[src/rtl/mag_cmp_pkg.sv]
`timescale 1ns/1ps
package mag_cmp_pkg;

  typedef struct packed {
    logic gt;
    logic eq;
    logic lt;
  } rel_t;

  localparam rel_t REL_NEUTRAL = '{gt: 1'b0, eq: 1'b1, lt: 1'b0};

  // Relation that a single bit pair contributes.
  function automatic rel_t bit_rel(input logic x, input logic y);
    rel_t r;
    r.gt = x & ~y;
    r.lt = ~x & y;
    r.eq = ~(x ^ y);
    return r;
  endfunction

  // Upper part wins unless it ties, then the lower part decides.
  function automatic rel_t merge_rel(input rel_t hi, input rel_t lo);
    rel_t r;
    r.gt = hi.gt | (hi.eq & lo.gt);
    r.lt = hi.lt | (hi.eq & lo.lt);
    r.eq = hi.eq & lo.eq;
    return r;
  endfunction

endpackage

[src/rtl/cmp_bit_cells.sv]
`timescale 1ns/1ps
module cmp_bit_cells
  import mag_cmp_pkg::*;
#(
  parameter int W = 4
) (
  input  logic [W-1:0] x_i,
  input  logic [W-1:0] y_i,
  output logic [W-1:0] g_o,
  output logic [W-1:0] e_o,
  output logic [W-1:0] s_o
);
  for (genvar i = 0; i < W; i++) begin : g_bit
    rel_t r;
    assign r      = bit_rel(x_i[i], y_i[i]);
    assign g_o[i] = r.gt;
    assign e_o[i] = r.eq;
    assign s_o[i] = r.lt;
  end
endmodule

[src/rtl/cmp_slice.sv]
`timescale 1ns/1ps
module cmp_slice
  import mag_cmp_pkg::*;
#(
  parameter int W = 4
) (
  input  logic [W-1:0] x_i,
  input  logic [W-1:0] y_i,
  input  rel_t         rel_i,
  output rel_t         rel_o
);
  logic [W-1:0] g_bits, e_bits, s_bits;

  cmp_bit_cells #(.W(W)) u_cells (
    .x_i(x_i), .y_i(y_i),
    .g_o(g_bits), .e_o(e_bits), .s_o(s_bits)
  );

  // Priority sum of products from the top bit down, relation input last.
  always_comb begin
    logic run, gacc, sacc;
    run  = 1'b1;
    gacc = 1'b0;
    sacc = 1'b0;
    for (int i = W - 1; i >= 0; i--) begin
      gacc = gacc | (run & g_bits[i]);
      sacc = sacc | (run & s_bits[i]);
      run  = run & e_bits[i];
    end
    rel_o.gt = gacc | (run & rel_i.gt);
    rel_o.lt = sacc | (run & rel_i.lt);
    rel_o.eq = run & rel_i.eq;
  end
endmodule

[src/rtl/cmp_chain.sv]
`timescale 1ns/1ps
module cmp_chain
  import mag_cmp_pkg::*;
#(
  parameter int SLICE_W    = 4,
  parameter int NUM_SLICES = 4,
  localparam int DATA_W    = SLICE_W * NUM_SLICES
) (
  input  logic [DATA_W-1:0] a_i,
  input  logic [DATA_W-1:0] b_i,
  input  rel_t              rel_i,
  output rel_t              rel_o
);
  rel_t link [NUM_SLICES+1];
  assign link[0] = rel_i;

  for (genvar k = 0; k < NUM_SLICES; k++) begin : g_stage
    cmp_slice #(.W(SLICE_W)) u_slice (
      .x_i  (a_i[k*SLICE_W +: SLICE_W]),
      .y_i  (b_i[k*SLICE_W +: SLICE_W]),
      .rel_i(link[k]),
      .rel_o(link[k+1])
    );
  end

  assign rel_o = link[NUM_SLICES];
endmodule

[src/rtl/cmp_tree.sv]
`timescale 1ns/1ps
module cmp_tree
  import mag_cmp_pkg::*;
#(
  parameter int SLICE_W    = 4,
  parameter int NUM_SLICES = 4,
  localparam int DATA_W    = SLICE_W * NUM_SLICES
) (
  input  logic [DATA_W-1:0] a_i,
  input  logic [DATA_W-1:0] b_i,
  input  rel_t              rel_i,
  output rel_t              rel_o
);
  logic [NUM_SLICES-1:0] grt_vec;
  logic [NUM_SLICES-1:0] sml_vec;
  logic [NUM_SLICES-1:0] tie_vec;

  for (genvar k = 0; k < NUM_SLICES; k++) begin : g_leaf
    rel_t leaf;
    cmp_slice #(.W(SLICE_W)) u_leaf (
      .x_i  (a_i[k*SLICE_W +: SLICE_W]),
      .y_i  (b_i[k*SLICE_W +: SLICE_W]),
      .rel_i(REL_NEUTRAL),
      .rel_o(leaf)
    );
    // Vector index k follows operand significance.
    assign grt_vec[k] = leaf.gt;
    assign sml_vec[k] = leaf.lt;
    assign tie_vec[k] = leaf.eq;
  end

  cmp_slice #(.W(NUM_SLICES)) u_root (
    .x_i  (grt_vec),
    .y_i  (sml_vec),
    .rel_i(rel_i),
    .rel_o(rel_o)
  );

  logic unused_tie;
  assign unused_tie = ^tie_vec;
endmodule

[src/rtl/mag_cmp16.sv]
`timescale 1ns/1ps
module mag_cmp16
  import mag_cmp_pkg::*;
#(
  parameter int SLICE_W   = 4,
  parameter int DATA_W    = 16,
  parameter int TREE_MODE = 0
) (
  input  logic [DATA_W-1:0] a_i,
  input  logic [DATA_W-1:0] b_i,
  input  logic              rel_gt_i,
  input  logic              rel_eq_i,
  input  logic              rel_lt_i,
  output logic              gt_o,
  output logic              eq_o,
  output logic              lt_o
);
  localparam int NUM_SLICES = DATA_W / SLICE_W;

  rel_t cas_rel;
  rel_t res_rel;

  assign cas_rel = '{gt: rel_gt_i, eq: rel_eq_i, lt: rel_lt_i};

  if (TREE_MODE != 0) begin : g_tree
    cmp_tree #(.SLICE_W(SLICE_W), .NUM_SLICES(NUM_SLICES)) u_net (
      .a_i(a_i), .b_i(b_i), .rel_i(cas_rel), .rel_o(res_rel)
    );
  end else begin : g_chain
    cmp_chain #(.SLICE_W(SLICE_W), .NUM_SLICES(NUM_SLICES)) u_net (
      .a_i(a_i), .b_i(b_i), .rel_i(cas_rel), .rel_o(res_rel)
    );
  end

  assign gt_o = res_rel.gt;
  assign eq_o = res_rel.eq;
  assign lt_o = res_rel.lt;
endmodule

[config.mk]
export PLATFORM = sky130hd
export DESIGN_NAME = mag_cmp16
export DESIGN_NICKNAME = d
export VERILOG_FILES = /design/src/rtl/mag_cmp_pkg.sv /design/src/rtl/cmp_bit_cells.sv /design/src/rtl/cmp_slice.sv /design/src/rtl/cmp_chain.sv /design/src/rtl/cmp_tree.sv /design/src/rtl/mag_cmp16.sv
export SDC_FILE = /design/constraint.sdc
export NUM_CORES = 1
export LEC_CHECK = 0
export ABC_AREA = 1
export BUFFER_PORTS_ARGS = -buffer_cell sky130_fd_sc_hd__buf_2
export CAP_MARGIN = 20
export CORE_ASPECT_RATIO = 0.9
export CORE_MARGIN = 4
export CORE_UTILIZATION = 40
export DETAILED_ROUTE_END_ITERATION = 10
export PLACE_DENSITY = 0.81
export SLEW_MARGIN = 15
export SYNTH_ARGS = -nofsm -noshare
export SYNTH_HDL_FRONTEND = slang
export SYNTH_SLANG_ARGS = --single-unit
[constraint.sdc]
create_clock -name vclk -period 3.8
set_clock_uncertainty 0.15 [all_clocks]
set_input_delay 0.38 -clock vclk [all_inputs]
set_output_delay 0.38 -clock vclk [all_outputs]
set_load 0.02 [all_outputs]
==> flow_metrics.tcl, run 1 <==
set metrics [dict create \
    final_cell_mix "inv_1 (47), buf_2 (38), ha_1 (32)" \
    synth_area_leaders "ha_1 (46%), inv_1 (20%), nand2_1 (12%)" \
    start_kind "input pin" \
    vias 891 \
    clkPwrFrac_pct 0 \
    coreArea_um2 2008 \
    dr.pass1.iters 4 \
    detail_route.iter0.violations 14 \
    critical_path_class "input pin to primary output" \
    drc 0 \
    power_per_cell_area_nw_per_um2 89.09 \
    antenna_found_initial 0 \
    internal-power_w 0.00004379 \
    placed_cell_area_um2 1099 \
    register_area_um2 0 \
    post-cts-setup-buffers 0 \
    number_of_instances_in_the_synthesized_netlist 142 \
    std_cell_rows 15 \
    layout.nets 249 \
    die_area_um2 3007 \
    route.detailed.vias_per_inst 4.346 \
    net-switching-power_w 0.00005409 \
    max_cap_viol_count 0 \
    post_route_setup_tns_ns 0 \
    num_antenna_cells 0 \
    timing.fmax_mhz 461.7 \
    syn-mean-instance-area_um2 6.177 \
    final_hold_violations 0 \
    fp.dieH_um 52.43 \
    worst-slew-pin-transition_ns 0.1684 \
    area_growth_syn_to_layout_pct 25.25 \
    critPathCaptureType "primary output" \
    timing.critical_path.from "a_i[15]" \
    global_route_wire_length_before_repair_um 2877 \
    hold_path_depth 3 \
    vdd_drop_max_uv 43.64 \
    p_seq_share_pct 0 \
    cts_hold_repair.buffers 0 \
    worst_hold_path_type "input pin to primary output" \
    min_tclk_post_route_ns 2.166 \
    pin_count_of_the_biggest_net_entering_global_routing 7 \
    grt_overflow_total 0 \
    synth.lib_cells_used.distinct 13 \
    synth_top_area_share_pct 45.65 \
    drive_gt1_share_pct 25.56 \
    maxSlewHeadroom_pct 88.77 \
    synth_seq_area_share_pct 0 \
    worst-endpoint-arrival_ns 1.64 \
    start_util_pct 43.68 \
    setup_repair_after_global_routing_missed_its_margin "false" \
    port_buffers 38 \
    syn-num-nets 209 \
    routed_wire_length_per_instance_um 8.171 \
    ios 38 \
    seq_cell_count 0 \
    yosys_warnings 0 \
    worst-path-max-fanout 5 \
    power_switching_share_pct 55.26 \
    grt_pass1_vias 773 \
    fin_area_um2 1099 \
    cellLeakagePower_nw 0.7688 \
    wirelength_um 1675 \
    min-delay-start "rel_eq_i" \
    timing_max_transition_violations_final 0 \
    dp_hpwl_um 1613 \
    layout.cells.most_common "inv_1" \
    finalSetupViolations 0 \
    fin_crit_sh_pct 57.00 \
    postCtsResizedCells 0 \
    track_usage_pct 11.24 \
    syn-cell-area_um2 877.1 \
    post-synth-top-area-cell "ha_1" \
    fillcell_total 216 \
    horizontal_die_dimension_um 57.36 \
    combPwrFrac_pct 100.0 \
    postRouteAntennaNets 0 \
    timing.critical_path.required_ns 3.27 \
    status "completed" \
    n_clock_buffer 0 \
    globalplace.congestion 0.7385 \
]
[critical path, cell delays in order]
cell and delay, ns:
buf_2 0.09, inv_1 0.04, ha_1 0.35, nand3_2 0.13, nor2_4 0.13, nand3_2 0.07, nor2_2 0.13, and3_1 0.16
buf_2 0.16
[area by class of cell]
cell class                      count  area (µm²)  area share (%)
Multi-Input combinational cell     94       695.7           63.33
Timing Repair Buffer               38       190.2           17.31
Inverter                           48       181.4           16.51
Tap cell                           25       31.28           2.847
[routing by layer]
| layer | vias to the layer above | GRT usage (%) | part of all wire (%) |
|---|---|---|---|
| li1 | 499 | - | - |
| met1 | 368 | 13.71 | 45 |
| met2 | 24 | 22.37 | 48 |
| met3 | 0 | 0.9852 | 7.1 |
| met4 | 0 | 0 | 0 |
| met5 | - | 0 | 0 |
[cell families (layout without fill, tap and decap cells)]
family | Yosys count | in the layout | synth area share [%]
simple gates | 54 | 54 | 27.96
compound gates | 8 | 8 | 5.706
buf+inv | 48 | 86 | 20.68
fa+ha+maj | 32 | 32 | 45.65
[power groups by stage]
| stage | clock [W] | combinational [W] | sequential [W] |
|---|---|---|---|
| after floorplan | 0 | 0.0000623 | 0 |
| after global placement | 0 | 0.0000963 | 0 |
| after detailed placement | 0 | 0.0000989 | 0 |
| after CTS | 0 | 0.0000995 | 0 |
| after global routing | 0 | 0.000114 | 0 |
| final | 0 | 0.0000979 | 0 |
[synth_stat cells, drive strengths merged]
cell type and n:
inv 47, ha 32, nand2 28, nand3 12, nor2 12, a21oi 6
o211a 2, and3 1, clkinv 1, nand4 1
[metrics by stage]
stage | hold WS (ns) | std cells | total power [W] | utilization, % | setup WS [ns]
3_3_place_gp | 0.9678 | 205 | 0.00009633 | 54.70 | 1.651
4_1_cts | 0.9708 | 205 | 0.00009948 | 54.70 | 1.634
5_1_grt | 1.010 | 205 | 0.0001143 | 54.70 | 1.484
3_5_place_dp | 0.9671 | 205 | 0.00009888 | 54.70 | 1.649
2_1_floorplan | 0.8230 | 142 | 0.00006228 | - | 1.868
6_report | 0.9661 | 205 | 0.00009787 | 54.70 | 1.634
[worst paths after layout]
check,slack (ns),endpoint
min,0.97,eq_o
max,1.63,eq_o
(Power assumes the default switching activity.)
==> run 2, diff against run 1 <==
--- a/config.mk
+++ b/config.mk
@@ -5,14 +5,14 @@
 export SDC_FILE = /design/constraint.sdc
 export NUM_CORES = 1
 export LEC_CHECK = 0
-export ABC_AREA = 1
+export ABC_AREA = 0
 export BUFFER_PORTS_ARGS = -buffer_cell sky130_fd_sc_hd__buf_2
 export CAP_MARGIN = 20
 export CORE_ASPECT_RATIO = 0.9
 export CORE_MARGIN = 4
 export CORE_UTILIZATION = 40
 export DETAILED_ROUTE_END_ITERATION = 10
-export PLACE_DENSITY = 0.81
+export PLACE_DENSITY = 0.83
 export SLEW_MARGIN = 15
 export SYNTH_ARGS = -nofsm -noshare
 export SYNTH_HDL_FRONTEND = slang
==> constraint.sdc (replaced) <==
create_clock -name vclk -period 2.1
set_clock_uncertainty 0.15 [all_clocks]
set_input_delay 0.21 -clock vclk [all_inputs]
set_output_delay 0.21 -clock vclk [all_outputs]
set_load 0.02 [all_outputs]
==> run 2 against run 1 <==
Net effect:
- routed wire length increased by 1.4%
- combinational power increased by 65%
- cell count decreased by 19%
- clock-buffer cell count unchanged
- flip-flop and latch count unchanged
- area after synthesis decreased by 13%
- global-route usage increased by 1.5 points
- die area decreased by 12%
==> flow_metrics.tcl, run 2 <==
set metrics [dict create \
    path_cells "buf_2 > inv_1 > ha_1 > and3_4 > a221o_1 > a21oi_1 > o211ai_1 > buf_2" \
    synth_top_area_share_pct 52.72 \
    pin_count_of_the_biggest_net_entering_global_routing 8 \
    cellLeakagePower_nw 0.6568 \
    start_util_pct 43.80 \
    layout.nets 211 \
    vias 778 \
    syn-cell-area_um2 759.5 \
    dr.pass1.iters 3 \
    post-synth-top-area-cell "ha_1" \
    power_per_cell_area_nw_per_um2 165.3 \
    track_usage_pct 12.71 \
    post_route_setup_tns_ns 0 \
    place_worst_setup_slack_ns 0.1340 \
    synth.lib_cells_used.distinct 15 \
    synth.cells.most_frequent "ha_1 (32), inv_1 (32), a21oi_1 (10), nand3_1 (6)" \
    antenna_found_initial 0 \
    detail_route.iter0.violations 10 \
    route.detailed.vias_per_inst 4.687 \
    worst-endpoint-arrival_ns 1.61 \
    grt_pass1_vias 760 \
    path_common_cell "buf_2" \
    critPathCaptureType "primary output" \
    postRouteAntennaNets 0 \
    maxSlewHeadroom_pct 83.72 \
    fillcell_total 171 \
    timing.critical_path.required_ns 1.74 \
    timing_max_transition_violations_final 0 \
    postCtsResizedCells 0 \
    area_growth_syn_to_layout_pct 29.00 \
    layout.cells.most_common "buf_2" \
    n_clock_buffer 0 \
    std_cell_rows 14 \
    slowest_cell_delay_on_critical_path_ns 0.34 \
    grt_overflow_total 0 \
    number_of_instances_in_the_synthesized_netlist 104 \
    worst-slew-pin-transition_ns 0.2428 \
    fin_crit_sh_pct 93.64 \
    dp_hpwl_um 1608 \
    worst_slack_ns 0.1336 \
    syn-mean-instance-area_um2 7.303 \
    die_area_um2 2661 \
    wirelength_um 1698 \
    yosys_warnings 0 \
    port_buffers 38 \
    timing.fmax_mhz 508.6 \
    vdd_drop_max_uv 98.15 \
    worst_hold_path_type "input pin to primary output" \
    min_tclk_post_route_ns 1.966 \
    status "completed" \
    multiInputGateArea_um2 639.4 \
    register_area_um2 0 \
    worst-path-max-fanout 3 \
    synth_area_leaders "ha_1 (53%), inv_1 (16%), a21oi_1 (6.6%)" \
    setup_repair_after_global_routing_missed_its_margin "false" \
    critical_path_class "input pin to primary output" \
    global_route_wire_length_before_repair_um 2746 \
    syn-num-nets 171 \
    post-cts-setup-buffers 0 \
    horizontal_die_dimension_um 53.93 \
    routed_wire_length_per_instance_um 10.23 \
    seq_cell_count 0 \
    drive_gt1_share_pct 28.17 \
    cts_hold_repair.buffers 0 \
    final_cell_mix "buf_2 (38), inv_1 (32), ha_1 (32)" \
    power.total_w 0.0001620 \
    start_kind "input pin" \
    finalSetupViolations 0 \
    max_cap_viol_count 0 \
    globalplace.congestion 0.6906 \
    crit_path_top_delay_cell "a221o_1" \
    fp.dieH_um 49.34 \
    ios 38 \
    synth_seq_area_share_pct 0 \
    drc 0 \
    final_hold_violations 0 \
    num_antenna_cells 0 \
    coreArea_um2 1734 \
]
==> run 2: cell types whose count changed in the layout (fill, tap and decap cells not counted), moves of 2 or more <==
| cell | delta |
|---|---|
| a21oi_1 | +4 |
| a211oi_1 | +2 |
| a221o_1 | +2 |
| o211a_2 | -2 |
| inv_1 | -15 |
| a31oi_1 | +2 |
| a21o_1 | +4 |
| nor2_1 | -7 |
| o211ai_1 | +2 |
| nand3_2 | -2 |
| nand2_1 | -25 |
| nand3_1 | -4 |
| nand4_1 | +3 |
==> run 2: final cells by class <==
| class | instances | share of cell area (%) |
|---|---|---|
| Inverter | 32 | 12.26 |
| Timing Repair Buffer | 38 | 19.41 |
| Multi-Input combinational cell | 72 | 65.26 |
| Tap cell | 24 | 3.065 |
==> run 2: cells by family (layout without fill, tap and decap cells) <==
family                   count (synthesis)  count (layout)  synth area share, %
AO/OA/AOI/OAI                           22              22                18.78
adder cells (fa/ha/maj)                 32              32                52.72
buffers and inverters                   32              70                15.82
AND/OR/NAND/NOR                         18              18                12.69
==> run 2: path summary, 6_finish.rpt <==
| check | start | endpoint | slack [ns] | cells after the start |
|---|---|---|---|---|
| max | a_i[7] | lt_o | 0.13 | 8 |
| min | rel_eq_i | eq_o | 0.59 | 4 |
==> run 2: metal layers <==
layer | share of wire [%] | wire length, µm | up-vias | GRT usage, %
met3 | 5.5 | 94 | 0 | 0
met2 | 52 | 877 | 19 | 25.81
met1 | 43 | 727 | 337 | 14.86
met5 | 0 | 0 | - | 0
met4 | 0 | 0 | 0 | 0
li1 | - | - | 422 | -
==> run 2: power breakdown <==
group | switching (W) | total [W] | leakage, nW | internal, W
clock | 0 | 0 | 0 | 0
combinational | 0.0000848 | 0.000162 | 0.657 | 0.0000772
sequential | 0 | 0 | 0 | 0
==> run 2: critical path: cells and delay by family <==
kind / cells / cell delay, ns
fa+ha+maj: 1 / 0.32
simple gates: 1 / 0.20
buf+inv: 3 / 0.30
compound gates: 3 / 0.59
==> run 2: metrics by stage <==
step | hold WS [ns] | instance area [µm²] | instances | util [%]
finish | 0.5903 | 979.7 | 166 | 56.49
global route | 0.6267 | 979.7 | 166 | 56.49
CTS | 0.5915 | 979.7 | 166 | 56.49
detailed placement | 0.5898 | 979.7 | 166 | 56.49
global placement | 0.5992 | 979.7 | 166 | 56.49
floorplan | 0.3969 | 759.5 | 104 | -
==> run 3, diff against run 2 <==
--- a/config.mk
+++ b/config.mk
@@ -16,4 +16,5 @@
 export SLEW_MARGIN = 15
 export SYNTH_ARGS = -nofsm -noshare
 export SYNTH_HDL_FRONTEND = slang
+export SYNTH_HIERARCHICAL = 1
 export SYNTH_SLANG_ARGS = --single-unit
==> run 3 against run 2 <==
Net effect:
- the run now ends with setup timing left
- first-iteration DRC count fell by 60%
- critical path depth rose by 3
- largest power group unchanged
- highest routed layer unchanged
- area after synthesis is 2.1% higher
- global-route usage is 0.24 points higher
- via count increased by 2.1%
- setup slack lost 1.0 ns
- fmax decreased by 34%
- worst hold slack better by 0.13 ns
- core utilization rose by 10 points
- cell area is 19% higher
==> flow_metrics.tcl, run 3 <==
set metrics [dict create \
    area_growth_syn_to_layout_pct 50.65 \
    fp.dieH_um 49.78 \
    cts_hold_repair.buffers 0 \
    worst-endpoint-arrival_ns 2.60 \
    combPwrFrac_pct 100.0 \
    worst-slew-pin-transition_ns 0.1161 \
    start_kind "input pin" \
    layout.cells.most_common "buf_2" \
    yosys_warnings 6 \
    instances_no_fill 166 \
    wirelength_um 1799 \
    fillcell_total 161 \
    synth_top_area_share_pct 51.61 \
    syn-cell-area_um2 775.7 \
    vdd_drop_max_uv 109.0 \
    std_cell_rows 14 \
    grt_overflow_total 0 \
    power_switching_share_pct 43.10 \
    horizontal_die_dimension_um 54.42 \
    timing_max_transition_violations_final 0 \
    register_area_um2 0 \
    die_area_um2 2709 \
    post-synth-top-area-cell "ha_1" \
    final_cell_mix "buf_2 (31), inv_1 (28), ha_1 (27)" \
    vias 794 \
    global_route_wire_length_before_repair_um 2856 \
    antenna_found_initial 0 \
    detail_route.iter0.violations 4 \
    ios 38 \
    start_util_pct 44.29 \
    power_per_cell_area_nw_per_um2 183.8 \
    setup_repair_after_global_routing_missed_its_margin "true" \
    yosys-mux-area-fraction_pct 0 \
    max_cap_viol_count 0 \
    synth_compound_gate_area_share_pct 25.81 \
    postRouteAntennaNets 0 \
    num_antenna_cells 0 \
    internal-power_w 0.0001222 \
    net-switching-power_w 0.00009256 \
    n_clock_buffer 0 \
    seq_cell_count 0 \
    layout.nets 211 \
    p_seq_share_pct 0 \
    number_of_instances_in_the_synthesized_netlist 96 \
    largest_family_of_logic_cells_by_synthesized_area "adder cells" \
    track_usage_pct 12.96 \
    globalplace.congestion 0.7673 \
    dr.pass1.iters 2 \
    synth_area_leaders "ha_1 (52%), a21o_1 (15%), inv_1 (15%)" \
    syn-num-nets 163 \
    route.detailed.vias_per_inst 4.783 \
    synth.lib_cells_used.distinct 6 \
    timing.fmax_mhz 337.5 \
    port_buffers 38 \
    synth_seq_area_share_pct 0 \
    drive_gt1_share_pct 42.25 \
    syn-mean-instance-area_um2 8.081 \
    final_hold_violations 0 \
    worst-path-max-fanout 3 \
    finalSetupViolations 2 \
    maxSlewHeadroom_pct 92.26 \
    timing.critical_path.required_ns 1.74 \
    pin_count_of_the_biggest_net_entering_global_routing 4 \
    synth_adder_area_share_pct 51.61 \
    synth.cells.most_frequent "ha_1 (32), inv_1 (32), a21o_1 (16), a221o_1 (8)" \
    coreArea_um2 1752 \
    placed_cells_incl_taps 166 \
    worst_hold_path_type "input pin to primary output" \
    fin_crit_sh_pct 141.1 \
    synth_simple_gate_area_share_pct 7.097 \
    critical_path_class "input pin to primary output" \
    synthXorXnorAreaFrac_pct 0 \
    place_worst_setup_slack_ns -0.8650 \
    cellLeakagePower_nw 0.8185 \
    worst_slack_ns -0.8626 \
    dp_hpwl_um 1645 \
    status "finished, violations left" \
    min_tclk_post_route_ns 2.963 \
    grt_pass1_vias 792 \
    critPathCaptureType "primary output" \
    routed_wire_length_per_instance_um 10.84 \
    clkPwrFrac_pct 0 \
    failed_checks "setup timing" \
    drc 0 \
]
## run 3: cell families after synthesis
logic type,after synthesis
simple gates,8
compound gates,24
buf+inv,32
fa+ha+maj,32
## run 3: timing repair
action / CTS / global route
setup endpoints to repair: 2 / 2
cloned: 0 / 0
resized for setup: 14 / 3
buffers inserted: 0 / 0
pin swaps: 4 / 5
## run 3: metrics by stage
step                hold WS, ns  utilization, %  total power, W  cell area [µm²]  TNS (ns)
floorplan                0.5921               -       0.0001145            835.8    -1.119
global placement         0.7394           63.71       0.0001905             1116    -1.655
detailed placement       0.7418           63.71       0.0001990             1116    -1.700
CTS                      0.7162           66.21       0.0002134             1160    -1.606
global route             0.7293           66.71       0.0002416             1169    -1.816
finish                   0.7156           66.71       0.0002148             1169    -1.641
## run 3: layer usage
metal / vias to the layer above / GRT usage (%) / part of all wire [%]
met5: - / 0 / 0
li1: 412 / - / -
met4: 0 / 0 / 0
met3: 0 / 0.6024 / 6.4
met2: 22 / 27.09 / 54
met1: 360 / 14.16 / 40
## run 3: worst max-delay path, cell delays in order
cell and delay (ns):
buf_6 0.10, ha_4 0.23, and3_4 0.18, a221o_1 0.31, a21o_1 0.17, a221o_1 0.32
a21o_1 0.18, a221o_1 0.28, a21o_1 0.16, a221o_1 0.32, buf_6 0.13
## run 3: final cells by class
type / count / area, µm² / share of cell area (%)
Inverter: 32 / 127.6 / 10.92
Multi-Input combinational cell: 64 / 713.2 / 61.03
Tap cell: 24 / 30.03 / 2.570
Timing Repair Buffer: 46 / 297.8 / 25.48
## run 3: power by group through the flow
stage	combinational (W)	sequential (W)	clock (W)
CTS	0.000213	0	0
global placement	0.000191	0	0
floorplan	0.000115	0	0
finish	0.000215	0	0
detailed placement	0.000199	0	0
global route	0.000242	0	0
## run 3: final timing paths
check / endpoint / start / cells after the start / slack, ns
worst max-delay path: lt_o / b_i[2] / 11 / -0.86
worst min-delay path: lt_o / b_i[15] / 4 / 0.72
